===== config.mk =====
export PLATFORM = sky130hd
export DESIGN_NAME = xing_strobe_seq
export DESIGN_NICKNAME = d
export VERILOG_FILES = /design/src/rtl/xseq_pkg.sv /design/src/rtl/xseq_edge_det.sv /design/src/rtl/xseq_phase_ctr.sv /design/src/rtl/xseq_lock_mon.sv /design/src/rtl/xseq_strobe_dec.sv /design/src/rtl/xing_strobe_seq.sv
export SDC_FILE = /design/constraint.sdc
export NUM_CORES = 1
export LEC_CHECK = 0
export ABC_AREA = 1
export ABC_CLOCK_PERIOD_IN_PS = 1140
export BUFFER_PORTS_ARGS = -buffer_cell sky130_fd_sc_hd__buf_4
export CAP_MARGIN = 20
export CORE_MARGIN = 3
export CORE_UTILIZATION = 45
export CTS_CLUSTER_SIZE = 12
export DETAILED_ROUTE_END_ITERATION = 10
export PLACE_DENSITY = 0.67
export SYNTH_ARGS = -nofsm -noshare
export SYNTH_HDL_FRONTEND = slang
export SYNTH_SLANG_ARGS = --single-unit

===== constraint.sdc =====
create_clock -name clk -period 1.14 [get_ports clk]
set_input_delay 0.114 -clock clk [delete_from_list [all_inputs] [get_ports clk]]
set_output_delay 0.114 -clock clk [all_outputs]
set_load 0.005 [all_outputs]

===== src/rtl/xseq_pkg.sv =====
package xseq_pkg;

    typedef struct packed {
        logic gate;
        logic rst;
        logic tdc;
        logic adc;
    } strobe_t;

    localparam strobe_t STROBE_IDLE = '{gate: 1'b0, rst: 1'b0, tdc: 1'b0, adc: 1'b0};

endpackage


===== src/rtl/xseq_edge_det.sv =====
module xseq_edge_det #(
    parameter int SYNC_STAGES = 2
) (
    input  logic clk,
    input  logic rst_n,
    input  logic xing_in,
    output logic rise
);
    typedef struct packed {
        logic [SYNC_STAGES-1:0] sync;
        logic                   prev;
    } st_t;

    st_t st_d, st_q;

    always_comb begin
        st_d      = st_q;
        st_d.sync = {st_q.sync[SYNC_STAGES-2:0], xing_in};
        st_d.prev = st_q.sync[SYNC_STAGES-1];
    end

    always_ff @(posedge clk or negedge rst_n) begin
        if (!rst_n) st_q <= '0;
        else        st_q <= st_d;
    end

    assign rise = st_q.sync[SYNC_STAGES-1] & ~st_q.prev;
endmodule


===== src/rtl/xseq_phase_ctr.sv =====
module xseq_phase_ctr #(
    parameter int PERIOD     = 5,
    parameter int MAX_OFFSET = 4,
    parameter int OFS_W      = 3,
    localparam int PH_W      = $clog2(PERIOD)
) (
    input  logic             clk,
    input  logic             rst_n,
    input  logic             rise,
    input  logic [OFS_W-1:0] offset,
    output logic [PH_W-1:0]  phase
);
    logic [PH_W-1:0]  phase_d, phase_q;
    logic [OFS_W-1:0] ofs_c;
    logic [PH_W-1:0]  load_val;

    always_comb begin
        ofs_c    = (offset > OFS_W'(MAX_OFFSET)) ? OFS_W'(MAX_OFFSET) : offset;
        load_val = (ofs_c == '0) ? '0 : PH_W'(PERIOD - int'(ofs_c));
        if (rise)
            phase_d = load_val;
        else if (phase_q == PH_W'(PERIOD - 1))
            phase_d = '0;
        else
            phase_d = phase_q + 1'b1;
    end

    always_ff @(posedge clk or negedge rst_n) begin
        if (!rst_n) phase_q <= '0;
        else        phase_q <= phase_d;
    end

    assign phase = phase_q;
endmodule


===== src/rtl/xseq_lock_mon.sv =====
module xseq_lock_mon #(
    parameter int MISS_LIMIT = 6,
    localparam int GAP_W     = $clog2(MISS_LIMIT + 1)
) (
    input  logic clk,
    input  logic rst_n,
    input  logic rise,
    output logic lost
);
    typedef struct packed {
        logic [GAP_W-1:0] gap;
        logic             lost;
    } st_t;

    st_t st_d, st_q;

    always_comb begin
        st_d = st_q;
        if (rise) begin
            st_d.gap  = '0;
            st_d.lost = 1'b0;
        end else if (st_q.gap == GAP_W'(MISS_LIMIT)) begin
            st_d.lost = 1'b1;
        end else begin
            st_d.gap = st_q.gap + 1'b1;
        end
    end

    always_ff @(posedge clk or negedge rst_n) begin
        if (!rst_n) st_q <= '{gap: '0, lost: 1'b1};
        else        st_q <= st_d;
    end

    assign lost = st_q.lost;
endmodule


===== src/rtl/xseq_strobe_dec.sv =====
module xseq_strobe_dec
    import xseq_pkg::*;
#(
    parameter int INT_TICKS = 3,
    parameter int PERIOD    = 5,
    localparam int PH_W     = $clog2(PERIOD)
) (
    input  logic            clk,
    input  logic            rst_n,
    input  logic [PH_W-1:0] phase,
    input  logic            lost_in,
    output strobe_t         strobes,
    output logic            lost_out
);
    typedef struct packed {
        strobe_t s;
        logic    lost;
    } st_t;

    st_t st_d, st_q;

    always_comb begin
        st_d.lost = lost_in;
        st_d.s    = STROBE_IDLE;
        if (!lost_in) begin
            st_d.s.gate = (phase < PH_W'(INT_TICKS));
            st_d.s.rst  = (phase >= PH_W'(INT_TICKS));
            st_d.s.tdc  = (phase == '0);
            st_d.s.adc  = (phase == PH_W'(INT_TICKS - 1));
        end
    end

    always_ff @(posedge clk or negedge rst_n) begin
        if (!rst_n) st_q <= '{s: STROBE_IDLE, lost: 1'b1};
        else        st_q <= st_d;
    end

    assign strobes  = st_q.s;
    assign lost_out = st_q.lost;
endmodule


===== src/rtl/xing_strobe_seq.sv =====
module xing_strobe_seq
    import xseq_pkg::*;
#(
    parameter int INT_TICKS   = 3,
    parameter int RST_TICKS   = 2,
    parameter int MAX_OFFSET  = 4,
    parameter int OFS_W       = 3,
    parameter int MISS_LIMIT  = 6,
    parameter int SYNC_STAGES = 2,
    localparam int PERIOD     = INT_TICKS + RST_TICKS,
    localparam int PH_W       = $clog2(PERIOD)
) (
    input  logic             clk,
    input  logic             rst_n,
    input  logic             xing_clk,
    input  logic [OFS_W-1:0] offset,
    output logic             int_gate,
    output logic             int_reset,
    output logic             tdc_start,
    output logic             adc_sample,
    output logic             lock_lost
);
    logic            rise;
    logic            lost_raw;
    logic [PH_W-1:0] phase;
    strobe_t         strobes;

    xseq_edge_det #(.SYNC_STAGES(SYNC_STAGES)) u_edge (
        .clk(clk), .rst_n(rst_n), .xing_in(xing_clk), .rise(rise)
    );

    xseq_phase_ctr #(.PERIOD(PERIOD), .MAX_OFFSET(MAX_OFFSET), .OFS_W(OFS_W)) u_phase (
        .clk(clk), .rst_n(rst_n), .rise(rise), .offset(offset), .phase(phase)
    );

    xseq_lock_mon #(.MISS_LIMIT(MISS_LIMIT)) u_lock (
        .clk(clk), .rst_n(rst_n), .rise(rise), .lost(lost_raw)
    );

    xseq_strobe_dec #(.INT_TICKS(INT_TICKS), .PERIOD(PERIOD)) u_dec (
        .clk(clk), .rst_n(rst_n), .phase(phase), .lost_in(lost_raw),
        .strobes(strobes), .lost_out(lock_lost)
    );

    assign int_gate   = strobes.gate;
    assign int_reset  = strobes.rst;
    assign tdc_start  = strobes.tdc;
    assign adc_sample = strobes.adc;
endmodule


; ---- After elaboration in Yosys (flattened, before gate mapping)
; Cells that the tools add are included.
[totals]
ff_bits = 15
latch_bits = 0
ramBits = 0
rom_bits = 0
in_bits = 6
n_memories = 0
[classes]
add_sub_neg = 3
mul = 0
n_div = 0
n_lt_le_gt_ge = 3
eq_ne = 4
shifts = 0
n_mux = 8
bitwise_logic = 2
reduce_logical = 3
[ops]
columns = operator, count
row1 = $mux W3, 5
row2 = $mux W4, 2
row3 = $add A3 B1 Y3 const B, 2
row4 = $eq A3 B3 Y1 const B, 2
row5 = $logic_not A3 Y1, 2
row6 = $eq A3 B2 Y1 const B, 1
row7 = $ge A3 B2 Y1 const B, 1
row8 = $gt A3 B3 Y1 const B, 1
row9 = $lt A3 B2 Y1 const B, 1
row10 = $sub A3 B3 Y3 const A, 1
row11 = $ne A2 B2 Y1 const B, 1
row12 = $reduce_bool A2 Y1, 1
row13 = $and A1 B1 Y1, 1
row14 = $mux W1, 1
row15 = $not A1 Y1, 1

; ---- Depth between registers and ports, before layout
; Gate-level depths: netlist of run 1.
[logic_depth]
ltp_word = 5
mapped_depth = 6
mapped_depth_nobuf = 6

; ---- Hierarchy
; From an unflattened synthesis of run 1, not the netlist that was laid out.
[hier_totals]
cells_unflattened = 71
area_unflattened_um2 = 650.6
[modules_own_cells]
columns = module, instances, cells_each, area_per_inst_um2
row1 = xseq_lock_mon, 1, 23, 205.2
row2 = xseq_phase_ctr, 1, 27, 191.4
row3 = xseq_strobe_dec, 1, 16, 168.9
row4 = xseq_edge_det, 1, 5, 85.1

; ---- Least setup slack after synthesis of run 1
; OpenSTA, ideal clock, no wires.
[synth_path]
path_type = register -> register
start = register u_phase.phase_q[1], in the netlist u_phase.phase[1]
end = register u_phase.phase_q[2], in the netlist u_phase.phase[2]
setup_time_ns = 0.065
arrival_time_ns = 1.015
setup_slack_ns = 0.060
stages_incl_launch_ff = 5
synth_period_minus_slack_ns = 1.080
cell_sequence = dfrtp_1 -> ha_1 -> ha_1 -> nand3b_1 -> nand2_1
[synth_via]
elab_chain_cells = 3
[synth_lines]
columns = item, line
row1 = "start, declared", xseq_phase_ctr.sv:13  ; logic [PH_W-1:0] phase_d, phase_q;
row2 = "start signal, assigned", xseq_phase_ctr.sv:30  ; else phase_q <= phase_d;
row3 = $add A3 B1 Y3 or $eq A3 B3 Y1 (tied branches), "xseq_phase_ctr.sv:25, xseq_phase_ctr.sv:22"
row4 = $mux W3 *, xseq_phase_ctr.sv:22  ; else if (phase_q == PH_W'(PERIOD - 1))
row5 = $mux W3 *, xseq_phase_ctr.sv:20  ; if (rise)
row6 = via u_phase.phase_d[2], xseq_phase_ctr.sv:13
; The timed path passes the listed nets; every way through them passes the cells marked *.
; A chain may end at the register's enable or synchronous reset.

; ---- Worst setup path in the final report of run 1
[layout_path]
start = register u_phase.phase_q[0], in the netlist u_phase.phase[0]
end = register u_phase.phase_q[2], in the netlist u_phase.phase[2]
; The elaborated chain is that of the path after synthesis.

==> out/results.ini, run 1 <==
[sta]
finalCritPeriodShare_pct = 96.4
layout_min_cycle_time_ns = 1.10
hold_viol_final = 0
max_freq_ghz = 0.910
skew_ns = 0.000504
timing.hold.ws_ns = 0.0932
rsz0062_at_grt = yes
slew_violations = 0
worst_pin_slew_ns = 0.188
finalSetupViolCount = 0
slew_headroom_pct = 87.5

[worst_setup_path]
crit_path_start_kind = register
cp_cell_sequence = ha_2 > ha_4 > nand3b_1 > nand2_1
max_stage_delay_ns = 0.39
path_buf_inv = 0
cp.required_ns = 1.32
worstSetupPathType = register to register
slowest_stage = dfrtp_1
crit_fanout = 2
path_delay_family = adder cells
cp-end-kind = register
critical_path_arrival_ns = 1.28

[cts]
insertion_delay_ns = 0.28
clk_pin_slew_ns = 0.08
clockBufferDepth = 2
htree_levels = 1
cts-root-buf = clkbuf_4
cts.sink_count = 15
cts_tree = built
cts_buffers = 3

[grt]
gr-total-overflow = 0
grt_pass1_vias = 456
grt_use_met1_pct = 14.1
track_usage_pct = 13.7
globalRouteMet3Util_pct = 7.32
grt_util_met2_pct = 22.1
grt_max_degree = 16
busiest_layer = met2
grt_first_pass_wirelength_um = 1840
antenna_found_initial = 0

[synth]
synth-adder-area-share_pct = 11.2
syn_inst = 69
synth-compound-area-share_pct = 3.54
yosysWarnings = 0
synth_cell_type_count = 15
synth_top_family_by_area = simple AND/OR/NAND/NOR gates
synth_area_sq_um = 672
synth_seq_cells = 15
synthSimpleGateAreaFrac_pct = 22.3
ys_seq_area_share_pct = 56.2
yosys.area_share.xor_xnor_pct = 0
avgSynthCellArea_sq_um = 9.74
synthMuxAreaShare_pct = 0
syn_nets = 81

[route]
firstDrtPassIters = 2
drcViolationCount = 0
wl_per_cell_um = 10.4
drt_wl_total_um = 1060
num_vias = 479
ant_nets = 0
drt-vias-per-instance = 4.70
drt_iter0_drc = 2

[power]
finalPower_uw = 1910
cellPowerDensity_nw_per_um2 = 2270
vdd_ir_drop_max_v = 0.00109
p_leak_uw = 0.000457

[floorplan]
rows = 13
core-area_sq_um = 1350
die_h_um = 44.6
start_util_pct = 49.8
io_pins = 11
dieWidth_um = 44.6
design.die.area_sq_um = 1990

[placement]
gp_congestion = 0.694
port_buffers = 10

[layout]
seq_area_sq_um = 378
post_route_cells_drive_above_1_share_pct = 32.2
syn2layout_area_growth_pct = 25.3
fill_cells = 131
multi_input_area_sq_um = 264
diodes = 0
final_net_count = 100

[job]
drv_cap = 0

[min_path]
hp-class = primary input to register

[outcome]
status = finished, final reports clean

-- repair_timing --
item	4_1_cts	5_1_grt
hold endpoints to repair	16	0
hold buffers	2	0
setup endpoints to repair	1	3
setup buffers	1	0
pin swaps	0	1
gates resized for setup	0	3
-- where the power goes --
group | switching, uW | total, uW | internal, uW
combinational | 339 | 716 | 377
sequential | 139 | 907 | 768
clock | 154 | 290 | 136
total | 632 | 1910 | 1280
-- final timing paths --
check / depth (start not counted) / to / slack [ns] / startpoint
worst min register to register: 0 / u_edge.st_d[0]$_DFF_PN0_ / 0.36 / u_edge.st_d[2]$_DFF_PN0_
max in group asynchronous: 2 / u_lock.lost$_DFFE_PN1P_ / 0.68 / rst_n
worst min-delay path: 3 / u_phase.phase[1]$_DFF_PN0_ / 0.09 / offset[1]
min in group asynchronous: 2 / u_dec.strobes[3]$_DFF_PN0_ / 0.22 / rst_n
worst max-delay path: 4 / u_phase.phase[2]$_DFF_PN0_ / 0.04 / u_phase.phase[0]$_DFF_PN0_
worst max register to register: 4 / u_phase.phase[2]$_DFF_PN0_ / 0.04 / u_phase.phase[0]$_DFF_PN0_
-- tightest hold or removal path, delay by kind of cell --
family,cells,cell delay [ns]
buffers and inverters,1,0.11
AND/OR/NAND/NOR,1,0.06
AO/OA/AOI/OAI,1,0.05
-- placed cells by master (no fill, tap or decap) --
master,n
ha_4,1
clkbuf_4,3
nand2_1,14
dfstp_2,2
inv_1,8
a21oi_1,1
nor2_2,2
clkbuf_1,1
nand3b_1,2
dfrtp_1,13
nand3_1,6
o21ai_1,2
nand2_4,1
nor2_1,6
o21ai_2,1
inv_2,4
dlygate4sd3_1,2
ha_2,1
buf_4,12
nand2_2,1
ha_1,4
-- synth_stat cells (all sizes together) --
cell,instances,share of area [%]
ha,6,11
nand3,6,4.5
o21ai,3,2.8
nor2,8,5.2
dfstp,2,7.8
nand2,16,10
inv,12,6.7
dfrtp,13,48
nand3b,2,2.2
a21oi,1,0.74
-- kinds of logic (layout without fill, tap and decap cells) --
group | Yosys count | in the layout
AO/OA/AOI/OAI | 4 | 4
adder cells (fa/ha/maj) | 6 | 6
buffers and inverters | 12 | 30
flip-flops | 15 | 15
AND/OR/NAND/NOR | 32 | 32
-- registers in the layout, summed over array words and instances (netlist names) --
signal	count
u_lock.st_q	3
u_phase.phase	3
u_edge.st_q	1
u_edge.st_d	2
u_dec.lost_out	1
u_dec.strobes	4
u_lock.lost	1
-- through the flow --
stage	cell area, sq um	setup TNS [ns]	setup WS [ns]	instances	utilization (%)
5_1_grt	842	-0.0323	-0.0323	102	62.4
4_1_cts	827	0	0.00206	102	61.3
3_5_place_dp	773	0	0.00742	95	57.3
2_1_floorplan	672	0	0.0603	69	-
6_report	842	0	0.0406	102	62.4
3_3_place_gp	773	0	0.0407	95	57.3
-- per-layer routing --
| metal | up-vias | routed length (um) |
|---|---|---|
| met5 | - | 0 |
| met4 | 0 | 25 |
| met3 | 4 | 82 |
| met2 | 14 | 478 |
| met1 | 212 | 470 |
| li1 | 249 | - |
-- final cells by class --
cell class / instances / share of cell area [%]
Inverter: 12 / 5.35
Multi-Input combinational cell: 42 / 31.4
Sequential cell: 15 / 44.9
Tap cell: 15 / 2.23
Clock buffer: 4 / 3.12
Timing Repair Buffer: 14 / 13.1
(Power assumes the default switching activity.)
==> run 2: changes to the inputs <==
--- a/config.mk
+++ b/config.mk
@@ -6,14 +6,14 @@
 export NUM_CORES = 1
 export LEC_CHECK = 0
 export ABC_AREA = 1
-export ABC_CLOCK_PERIOD_IN_PS = 1140
+export ABC_CLOCK_PERIOD_IN_PS = 1350
 export BUFFER_PORTS_ARGS = -buffer_cell sky130_fd_sc_hd__buf_4
 export CAP_MARGIN = 20
-export CORE_MARGIN = 3
-export CORE_UTILIZATION = 45
+export CORE_AREA = 3 3 40 42
 export CTS_CLUSTER_SIZE = 12
 export DETAILED_ROUTE_END_ITERATION = 10
-export PLACE_DENSITY = 0.67
+export DIE_AREA = 0 0 43 45
+export PLACE_DENSITY = 0.71
 export SYNTH_ARGS = -nofsm -noshare
 export SYNTH_HDL_FRONTEND = slang
 export SYNTH_SLANG_ARGS = --single-unit
==> constraint.sdc (replaced) <==
create_clock -name clk -period 1.35 [get_ports clk]
set_input_delay 0.135 -clock clk [delete_from_list [all_inputs] [get_ports clk]]
set_output_delay 0.135 -clock clk [all_outputs]
set_load 0.005 [all_outputs]
==> run 2 against run 1 <==
  * Sequential power decreased by 15%
  * Power decreased by 19%
  * Combinational power decreased by 27%
  * Die area decreased by 2.9%
  * Clock power decreased by 12%
  * Worst setup slack improved by 0.16 ns
==> out/results.ini, run 2 (same netlist as run 1, synthesis figures left out) <==
[outcome]
status = finished, final reports clean

[layout]
fill_cells = 117  ; -11%
layout.cells.most_common_list = nand2_1, dfrtp_1, buf_4, inv_1
diodes = 0  ; unchanged
final_common_cell = nand2_1
syn2layout_area_growth_pct = 20.9
post_route_cells_drive_above_1_share_pct = 27.1  ; -5.1 points
final_net_count = 98  ; -2.0%
fin_util_pct = 63.2  ; +0.82 points
largest_register_ffs = 4  ; unchanged

[route]
drt_wl_total_um = 957  ; -9.5%
drcViolationCount = 0  ; unchanged
ant_nets = 0  ; unchanged
drt_iter0_drc = 2  ; unchanged
firstDrtPassIters = 4  ; +2
wl_per_cell_um = 9.57  ; -7.6%
drt-vias-per-instance = 4.75  ; +1.1%
num_vias = 475  ; -0.84%

[cts]
htree_levels = 1  ; unchanged
cts_tree = built
insertion_delay_ns = 0.28  ; about the same
cts-root-buf = clkbuf_4
cts.sink_count = 15  ; unchanged
clockBufferDepth = 2  ; unchanged
clk_pin_slew_ns = 0.08  ; about the same
cts_buffers = 3  ; unchanged

[worst_setup_path]
cp_cell_sequence = ha_1 > ha_1 > nand3b_1 > nand2_1
slowest_stage = dfrtp_1
cp-end-kind = register
cp.required_ns = 1.57  ; +0.25 ns
rr_worst_depth = 4  ; unchanged
crit_fanout = 4  ; +2
worstSetupStartpoint = u_phase.phase[1]$_DFF_PN0_
rrSetupSlack_ns = 0.20  ; +0.16 ns
crit_end = u_phase.phase[2]$_DFF_PN0_
r2r_start = u_phase.phase[1]$_DFF_PN0_
crit_path_start_kind = register
critical_path_arrival_ns = 1.37  ; +0.09 ns
worstSetupPathType = register to register
max_stage_delay_ns = 0.42  ; +0.03 ns
r2r-end = u_phase.phase[2]$_DFF_PN0_
cpMostUsedCell = ha_1

[floorplan]
design.die.area_sq_um = 1940  ; -2.9%
core-area_sq_um = 1280  ; -4.8%
die_h_um = 45  ; +0.81%
rows = 13  ; unchanged
dieWidth_um = 43  ; -3.7%
io_pins = 11  ; unchanged
start_util_pct = 52.3  ; +2.5 points

[sta]
slew_violations = 0  ; unchanged
max_freq_ghz = 0.871  ; -4.2%
layout_min_cycle_time_ns = 1.15  ; +0.0487 ns
skew_ns = 0.00430  ; +0.00380 ns
worst_pin_slew_ns = 0.187  ; -0.00144 ns
setup_tns_ns = 0  ; unchanged
worst_slack_ns = 0.202  ; +0.161 ns
timing.hold.ws_ns = 0.103  ; +0.0101 ns
rsz0062_at_grt = no
slew_headroom_pct = 87.6  ; +0.096 points
hold_viol_final = 0  ; unchanged
finalSetupViolCount = 0  ; unchanged
finalCritPeriodShare_pct = 85.0  ; -11 points

[placement]
hpwl_um = 716
gp_congestion = 0.686  ; -1.2%
port_buffers = 10  ; unchanged
dp_slack_ns = 0.225  ; +0.218 ns

[min_path]
hp-class = primary input to register

[power]
p_leak_uw = 0.000450  ; -1.6%
vdd_ir_drop_max_v = 0.000796  ; -27%
finalPower_uw = 1550  ; -19%
cellPowerDensity_nw_per_um2 = 1910  ; -16%

[grt]
grt_pass1_vias = 409  ; -10%
grt_max_degree = 16  ; unchanged
antenna_found_initial = 0  ; unchanged
gr-total-overflow = 0  ; unchanged
grt_first_pass_wirelength_um = 1620  ; -12%
track_usage_pct = 11.6  ; -2.1 points

[job]
drv_cap = 0  ; unchanged

-- run 2: changes by cell type in the layout (fill, tap and decap cells not counted) --
cell   previous run  this run
buf_4            12        10
ha_1              4         6
ha_2              1         0
ha_4              1         0
inv_1             8         9
inv_2             4         3
-- run 2: worst min path at each step --
stage	depth (start not counted)	end	startpoint	slack, ns
after floorplan	0	u_dec.strobes[0]$_DFF_PN0_	rst_n	-0.16
after global placement	1	u_dec.strobes[1]$_DFF_PN0_	rst_n	-0.005
after detailed placement	1	u_dec.strobes[1]$_DFF_PN0_	rst_n	-0.005
after CTS	3	u_phase.phase[1]$_DFF_PN0_	offset[1]	0.10
after global routing	3	u_phase.phase[1]$_DFF_PN0_	offset[1]	0.1
final	3	u_phase.phase[1]$_DFF_PN0_	offset[1]	0.10
-- run 2: per-layer routing --
layer / GRT usage (%) / routed length (um) / vias up
li1: - / - / 244
met1: 13.3 / 419 / 214
met2: 18.9 / 449 / 13
met3: 2.39 / 65 / 4
met4: 9.04 / 22 / 0
met5: 0 / 0 / -
-- run 2: worst max-delay path, delay by kind of cell (launching register included) --
kind          cells  cell delay [ns]
fa+ha+maj         2             0.46
flops             1             0.42
simple gates      2             0.21
-- run 2: report_power, final --
group | switching [uW] | leakage (uW) | internal (uW)
clock network | 139 | 0.0000150 | 115
logic | 252 | 0.000255 | 272
registers | 125 | 0.000180 | 648
-- run 2: layout make-up --
class / count / area, sq um / share of cell area, %
sequential: 15 / 378 / 46.5
multi-input combinational: 42 / 249 / 30.7
timing repair buffer: 12 / 95.1 / 11.7
inverter: 12 / 45.0 / 5.55
clock buffer: 4 / 26.3 / 3.24
tap: 15 / 18.8 / 2.31
-- run 2: stage by stage --
stage	cell area, sq um	std cells
2_1_floorplan	672	69
3_3_place_gp	766	94
3_5_place_dp	766	94
4_1_cts	812	100
5_1_grt	812	100
6_report	812	100
-- run 2: what timing repair did --
action	in CTS	in global routing
endpoints found under the hold margin	16	0
hold buffers	2	0
resized for setup	0	0
buffers inserted	0	0
